## src/rtl/svga_bank_pkg.sv

```systemverilog
package svga_bank_pkg;
  localparam int AW = 21;
  localparam logic [7:0] MAP_CTL_INDEX = 8'h36;
  localparam logic [AW-1:0] WRAP_256K = 21'h3FFFF;

  typedef enum logic [1:0] {
    PORT_BANK = 2'd0,
    PORT_EXT  = 2'd1,
    PORT_IDX  = 2'd2,
    PORT_DATA = 2'd3
  } port_e;

  // functional bits of the mapping control register
  typedef struct packed {
    logic wide_hi;  // bit 5
    logic linear;   // bit 4
    logic wide_lo;  // bit 3
  } map_ctl_t;
endpackage

```

## src/rtl/svga_bank_regs.sv

```systemverilog
module svga_bank_regs
  import svga_bank_pkg::*;
(
  input  logic       clk,
  input  logic       rst_n,
  input  logic       wr_en,
  input  port_e      port,
  input  logic [7:0] data,
  output logic [7:0] bank_d,
  output logic [1:0] ext_d,     // {rd bit20, wr bit20}
  output map_ctl_t   ctl_d,
  output map_ctl_t   ctl_q
);
  logic [7:0] bank_q;
  logic [1:0] ext_q;
  logic [7:0] idx_q;
  logic       ctl_hit;

  assign ctl_hit = wr_en && (port == PORT_DATA) && (idx_q == MAP_CTL_INDEX);

  always_comb begin
    bank_d = bank_q;
    ext_d  = ext_q;
    ctl_d  = ctl_q;
    if (wr_en && port == PORT_BANK) bank_d = data;
    if (wr_en && port == PORT_EXT)  ext_d  = {data[4], data[0]};
    if (ctl_hit) ctl_d = '{wide_hi: data[5], linear: data[4], wide_lo: data[3]};
  end

  always_ff @(posedge clk or negedge rst_n) begin
    if (!rst_n) begin
      bank_q <= '0;
      ext_q  <= '0;
      idx_q  <= '0;
      ctl_q  <= '0;
    end else begin
      bank_q <= bank_d;
      ext_q  <= ext_d;
      ctl_q  <= ctl_d;
      if (wr_en && port == PORT_IDX) idx_q <= data;
    end
  end

  AST_FOREIGN_INDEX_KEEPS_CTL: assert property (@(posedge clk) disable iff (!rst_n)
    (wr_en && port == PORT_DATA && idx_q != MAP_CTL_INDEX) |=> $stable(ctl_q));
  AST_BANK_ALWAYS_STORED: assert property (@(posedge clk) disable iff (!rst_n)
    (wr_en && port == PORT_BANK) |=> bank_q == $past(data));
endmodule

```

## src/rtl/svga_bank_calc.sv

```systemverilog
module svga_bank_calc
  import svga_bank_pkg::*;
#(
  parameter int MEM_KB = 2048
) (
  input  logic [7:0]    bank,
  input  logic [1:0]    ext,
  input  map_ctl_t      ctl,
  output logic [AW-1:0] rd_addr,
  output logic [AW-1:0] wr_addr,
  output logic [AW-1:0] mask
);
  localparam logic [AW-1:0] FULL_MASK = AW'(MEM_KB * 1024 - 1);

  logic [AW-1:0] rd_raw, wr_raw, wide_mask;

  assign wr_raw = {ext[0], bank[3:0], 16'h0000};
  assign rd_raw = {ext[1], bank[7:4], 16'h0000};

  generate
    if (MEM_KB <= 256) begin : g_small
      assign wide_mask = WRAP_256K;
    end else begin : g_large
      assign wide_mask = FULL_MASK;
    end
  endgenerate

  always_comb begin
    mask    = (ctl.wide_hi || ctl.wide_lo) ? wide_mask : WRAP_256K;
    rd_addr = ctl.linear ? '0 : (rd_raw & mask);
    wr_addr = ctl.linear ? '0 : (wr_raw & mask);
  end
endmodule

```

## src/rtl/svga_bank_ctrl.sv

```systemverilog
module svga_bank_ctrl
  import svga_bank_pkg::*;
#(
  parameter int MEM_KB = 2048
) (
  input  logic          clk,
  input  logic          rst_n,
  input  logic          io_wr,
  input  logic [1:0]    io_port,
  input  logic [7:0]    io_data,
  output logic [AW-1:0] rd_base,
  output logic [AW-1:0] wr_base,
  output logic [AW-1:0] wrap_mask
);
  localparam logic [AW-1:0] FULL_MASK = AW'(MEM_KB * 1024 - 1);

  logic [7:0]    bank_d;
  logic [1:0]    ext_d;
  map_ctl_t      ctl_d, ctl_q;
  logic [AW-1:0] rd_n, wr_n, mask_n;

  svga_bank_regs u_regs (
    .clk    (clk),
    .rst_n  (rst_n),
    .wr_en  (io_wr),
    .port   (port_e'(io_port)),
    .data   (io_data),
    .bank_d (bank_d),
    .ext_d  (ext_d),
    .ctl_d  (ctl_d),
    .ctl_q  (ctl_q)
  );

  svga_bank_calc #(.MEM_KB(MEM_KB)) u_calc (
    .bank    (bank_d),
    .ext     (ext_d),
    .ctl     (ctl_d),
    .rd_addr (rd_n),
    .wr_addr (wr_n),
    .mask    (mask_n)
  );

  always_ff @(posedge clk or negedge rst_n) begin
    if (!rst_n) begin
      rd_base   <= '0;
      wr_base   <= '0;
      wrap_mask <= WRAP_256K;
    end else if (io_wr) begin
      rd_base   <= rd_n;
      wr_base   <= wr_n;
      wrap_mask <= mask_n;
    end
  end

  AST_LINEAR_ZERO: assert property (@(posedge clk) disable iff (!rst_n)
    ctl_q.linear |-> (rd_base == '0 && wr_base == '0));
  AST_INSIDE_MASK: assert property (@(posedge clk) disable iff (!rst_n)
    ((rd_base & ~wrap_mask) == '0) && ((wr_base & ~wrap_mask) == '0));
  AST_MASK_LEGAL: assert property (@(posedge clk) disable iff (!rst_n)
    (wrap_mask == WRAP_256K) || (wrap_mask == FULL_MASK));
  AST_IDLE_HOLD: assert property (@(posedge clk) disable iff (!rst_n)
    !io_wr |=> ($stable(rd_base) && $stable(wr_base) && $stable(wrap_mask)));
endmodule

```

## config.mk

```make
export PLATFORM = sky130hd
export DESIGN_NAME = svga_bank_ctrl
export DESIGN_NICKNAME = d
export VERILOG_FILES = /design/src/rtl/svga_bank_pkg.sv /design/src/rtl/svga_bank_regs.sv /design/src/rtl/svga_bank_calc.sv /design/src/rtl/svga_bank_ctrl.sv
export SDC_FILE = /design/constraint.sdc
export NUM_CORES = 1
export LEC_CHECK = 0
export ABC_AREA = 0
export BUFFER_PORTS_ARGS = -buffer_cell sky130_fd_sc_hd__buf_2
export CAP_MARGIN = 10
export CORE_MARGIN = 1.5
export CORE_UTILIZATION = 54
export CTS_CLUSTER_DIAMETER = 200
export CTS_CLUSTER_SIZE = 20
export DETAILED_ROUTE_END_ITERATION = 10
export HOLD_SLACK_MARGIN = 0.05
export PLACE_DENSITY = 0.78
export SLEW_MARGIN = 20
export SYNTH_ARGS = -nofsm -noshare
export SYNTH_HDL_FRONTEND = slang
export SYNTH_HIERARCHICAL = 1
export SYNTH_SLANG_ARGS = --single-unit
```

## constraint.sdc

```tcl
create_clock -name clk -period 4.1 [get_ports clk]
set_clock_uncertainty 0.1 [all_clocks]
set_input_delay 0.205 -clock clk [delete_from_list [all_inputs] [get_ports clk]]
set_output_delay 0.205 -clock clk [all_outputs]
set_load 0.005 [all_outputs]
```

; Word-level counts from Yosys, hierarchy flattened
; Cells that the tools add are included.
[word_totals]
ff_bits = 84
out_inout_bits = 63
elab_cells = 28
[op_classes]
n_eq_ne = 4
mux = 6
bitwise = 2
n_reduce_logical = 7
[ops]
columns = cell, n
row1 = 21-bit 2-to-1 mux, 3
row2 = 21-bit AND, 2
row3 = "8-bit by 6-bit equality test with 1-bit output, second input constant", 1
row4 = 8-bit 2-to-1 mux, 1
row5 = 1-bit logical AND, 5
row6 = "2-bit equality test, second input constant", 2
row7 = 3-bit 2-to-1 mux, 1
row8 = "2-bit by 1-bit equality test with 1-bit output, second input constant", 1
row9 = 2-bit logical NOT, 1
row10 = 2-bit 2-to-1 mux, 1
row11 = 1-bit logical OR, 1

; Logic depth before layout (Yosys ltp)
[depth]
word_depth = 8
mapped_depth = 6
mapped_depth_nobuf = 6

; By module
; The synthesis kept the hierarchy.
[by_module_without_submodules]
columns = mod, instances, cells_per_inst, area_each_um2, seq_area_each_um2
row1 = svga_bank_ctrl, 1, 133, 2665.1, 1599.0
row2 = svga_bank_regs, 1, 49, 840.8, 525.5
row3 = svga_bank_calc, 1, 66, 495.5, 0.0

; Worst setup path before layout
; No wires, ideal clock.
[synth_path]
path_kind = register -> register
startpoint = register u_regs.idx_q[7]
endpoint = register wrap_mask[20]
setup_time_ps = 125
t_arrival_ps = 1944
required_time_ps = 3875
path_slack_ps = 1931
stages_incl_launch_ff = 7
path_buffers = 1
period_less_slack_ps = 2169
path_cell_list = dfrtp_1 nand4b_1 nor4_4 mux2_2 or2_2 buf_4 mux2_2
[synth_rtl]
columns = item, line
row1 = start: declaration, svga_bank_regs.sv:16  ; logic [7:0] idx_q;
row2 = start signal: assignment, svga_bank_regs.sv:40  ; if (wr_en && port == PORT_IDX) idx_q <= data;
row3 = end signal: assignment, svga_bank_ctrl.sv:51  ; wrap_mask <= mask_n;
row4 = end: declaration, svga_bank_ctrl.sv:13  ; output logic [AW-1:0] wrap_mask

==> flow_metrics.tcl <==
set metrics [dict create \
    combPwrFrac 0.166 \
    die_x_um 89.1 \
    r2r_start "u_regs/idx_q[7]" \
    layout_common_cells "73 x buf_2, 66 x dfrtp_1, 60 x mux2_4, 50 x conb_1, 24 x mux2_2" \
    grt_overflow 0 \
    vias_per_cell 4.40 \
    syn_area_mm2 0.00400 \
    start_util 0.555 \
    worst_pin_slew_ns 0.818 \
    p_int_mw 1.36 \
    path_clk_slew_ns 0.08 \
    syn_avg_cell_area_um2 16.1 \
    place_congestion 0.764 \
    outcome "complete, no violations" \
    critPathBufInv 0 \
    maxSlewViolCount 0 \
    fin_nets 346 \
    reg2reg_slack_ns 1.87 \
    critPathTopFamily "simple AND/OR/NAND/NOR gates" \
    wirelength_mm 5.82 \
    yosysSeqAreaShare 0.531 \
    max_freq_mhz 448 \
    worstPathRequired_ns 4.22 \
    power_frac_seq 0.550 \
    drc 0 \
    crit_start "u_regs/idx_q[7]" \
    fp-row-count 31 \
    whs_ns 0.231 \
    ys_types 18 \
    power.density_mw_per_mm2 404 \
    grt_use_total 0.159 \
    fin_setup_tns_ns 0 \
    cts.sinks 84 \
    clock_tree.buffer_depth 2 \
    dp.cells 412 \
    rsz0062_at_grt "no" \
    area_delta_synth_final_pct 11.0 \
    final-hold-violation-count 0 \
    cts_inserted_buffers 9 \
    worst-setup-path-type "flop to flop" \
    reg2reg_depth 6 \
    ioPinCount 76 \
    p_leak_nw 2.25 \
    endpoint "rd_base[20]" \
    root_buffer "clkbuf_8" \
    drive_gt1_frac 0.595 \
    layout_worst_path_cycle_share 0.545 \
    slew_headroom 0.455 \
    path_cells "nand4b_1 > nor4_4 > mux2_2 > o21ba_4 > and2_1 > mux2_4" \
    grt_busiest_layer "met2" \
    grt_max_degree 85 \
    num_vias 1922 \
    synth-seq-cells 84 \
    final_cell_count_no_fill 437 \
    post_cts_buffers 0 \
    cpPeakStageDelay_ns 0.40 \
    grtUsageMet1 0.221 \
    setup_viol 0 \
    wl_per_cell_um 13.3 \
    r2r_end "rd_base[20]" \
    arrival_ns 2.35 \
    cp-start-kind "flop" \
    coreArea_mm2 0.00721 \
    synthCells 248 \
    cts_tree "yes" \
    die_h_um 89.1 \
    slowest_stage "mux2_2" \
    insertion_delay_ns 0.34 \
    dp_hpwl_mm 3.80 \
    grt_use_met2 0.236 \
    clkPwrFrac 0.284 \
    dieArea_mm2 0.00794 \
    final_common_cell "buf_2" \
    p_sw_frac 0.241 \
    ys_top_cells_by_area "dfrtp_1 41%, mux2_4 23%, dfstp_2 12%" \
    grt_pass1_vias 1989 \
    grt_use_met3 0.0332 \
    critPathMaxFanout 6 \
    yosysWarningCount 6 \
    grt_antenna_before_repair 0 \
    critical_path_depth 6 \
    min_period_ns 2.23 \
    portBuffers 75 \
    peakVddDrop_mv 0.222 \
    drv_cap 0 \
    synth_area_leader_cell "dfrtp_1" \
    h-tree-depth 3 \
    hp-class "input port to flop" \
    antenna_cells 0 \
    ant_nets 0 \
    grt_pass1_wl_mm 9.49 \
    first_iter_violations 56 \
    switchingPower_mw 0.433 \
    cp-end-kind "flop" \
    firstDrtPassIters 3 \
    netlist.area_leader.share 0.413 \
]
## cell usage after synthesis
cell      instances
buf_6             1
buf_12            6
and2_4            1
dfstp_2          18
buf_4            52
dfrtp_1          66
mux2_2           24
and2b_2           4
nor3b_4           1
nand4b_1          2
nand3b_1          2
or2_2             1
nor4_4            1
nand2b_1          1
o21ba_4           1
mux2_4           60
conb_1            2
and2_1            5
## through the flow
step	setup WS (ns)	power, mW	utilization	cell area (µm²)
detailed placement	1.67	1.30	0.578	4170
finish	1.87	1.79	0.616	4440
CTS	1.83	1.83	0.614	4430
floorplan	1.93	1.23	-	4180
global route	1.77	1.90	0.616	4440
global placement	1.78	1.29	0.578	4170
## power groups by stage
stage	combinational, mW	clock, mW	sequential, mW
4_1_cts	0.303	0.535	0.987
6_report	0.298	0.509	0.986
3_3_place_gp	0.287	0	0.998
3_5_place_dp	0.295	0	1.00
2_1_floorplan	0.225	0	1.00
5_1_grt	0.330	0.568	1.00
## cell families after synthesis
kind of cell / share of synthesized area
AOI/OAI and AO/OA: 0.00407
other: 0.00188
and+or+nand+nor: 0.0400
DFF: 0.531
buffers and inverters: 0.130
muxes: 0.293
## flip-flops by register name, indices dropped and copies added, names as in the netlist
register,flops
rd_base,21
u_regs/bank_q,8
u_regs/ctl_q,3
u_regs/ext_q,2
u_regs/idx_q,8
wr_base,21
wrap_mask,21
## timing repair
item	CTS	global route
hold endpoints to repair	80	0
hold buffers	9	0
gates resized for setup	0	0
## worst min path at each step
stage	start	to	slack, ns	cells after the start
3_3_place_gp	rst_n	rd_base[9]	0.34	1
3_5_place_dp	rst_n	rd_base[9]	0.35	1
2_1_floorplan	rst_n	rd_base[0]	-0.19	0
5_1_grt	io_port[0]	u_regs/ext_q[1]	0.26	3
6_report	io_port[0]	u_regs/ext_q[1]	0.23	3
4_1_cts	io_port[0]	u_regs/ext_q[1]	0.21	3
## worst register-to-register path, delay by kind of cell, from the launching register on
kind / cells / cell delay, ns
multiplexers: 2 / 0.65
AND/OR/NAND/NOR: 3 / 0.74
AO/OA/AOI/OAI: 1 / 0.25
flip-flops: 1 / 0.37
## layer usage
metal | up-vias | routed length [µm]
met3 | 8 | 246
li1 | 906 | -
met5 | - | 0
met4 | 0 | 85
met1 | 961 | 2730
met2 | 47 | 2760
## area by class of cell
class,instances,area [µm²]
Fill cell,630,2770
Sequential cell,84,2120
Multi-Input combinational cell,153,1540
Timing Repair Buffer,85,485
Clock buffer,12,145
Tap cell,99,124
Clock inverter,4,26.3
Note: power is estimated with default switching activity, not from simulation.
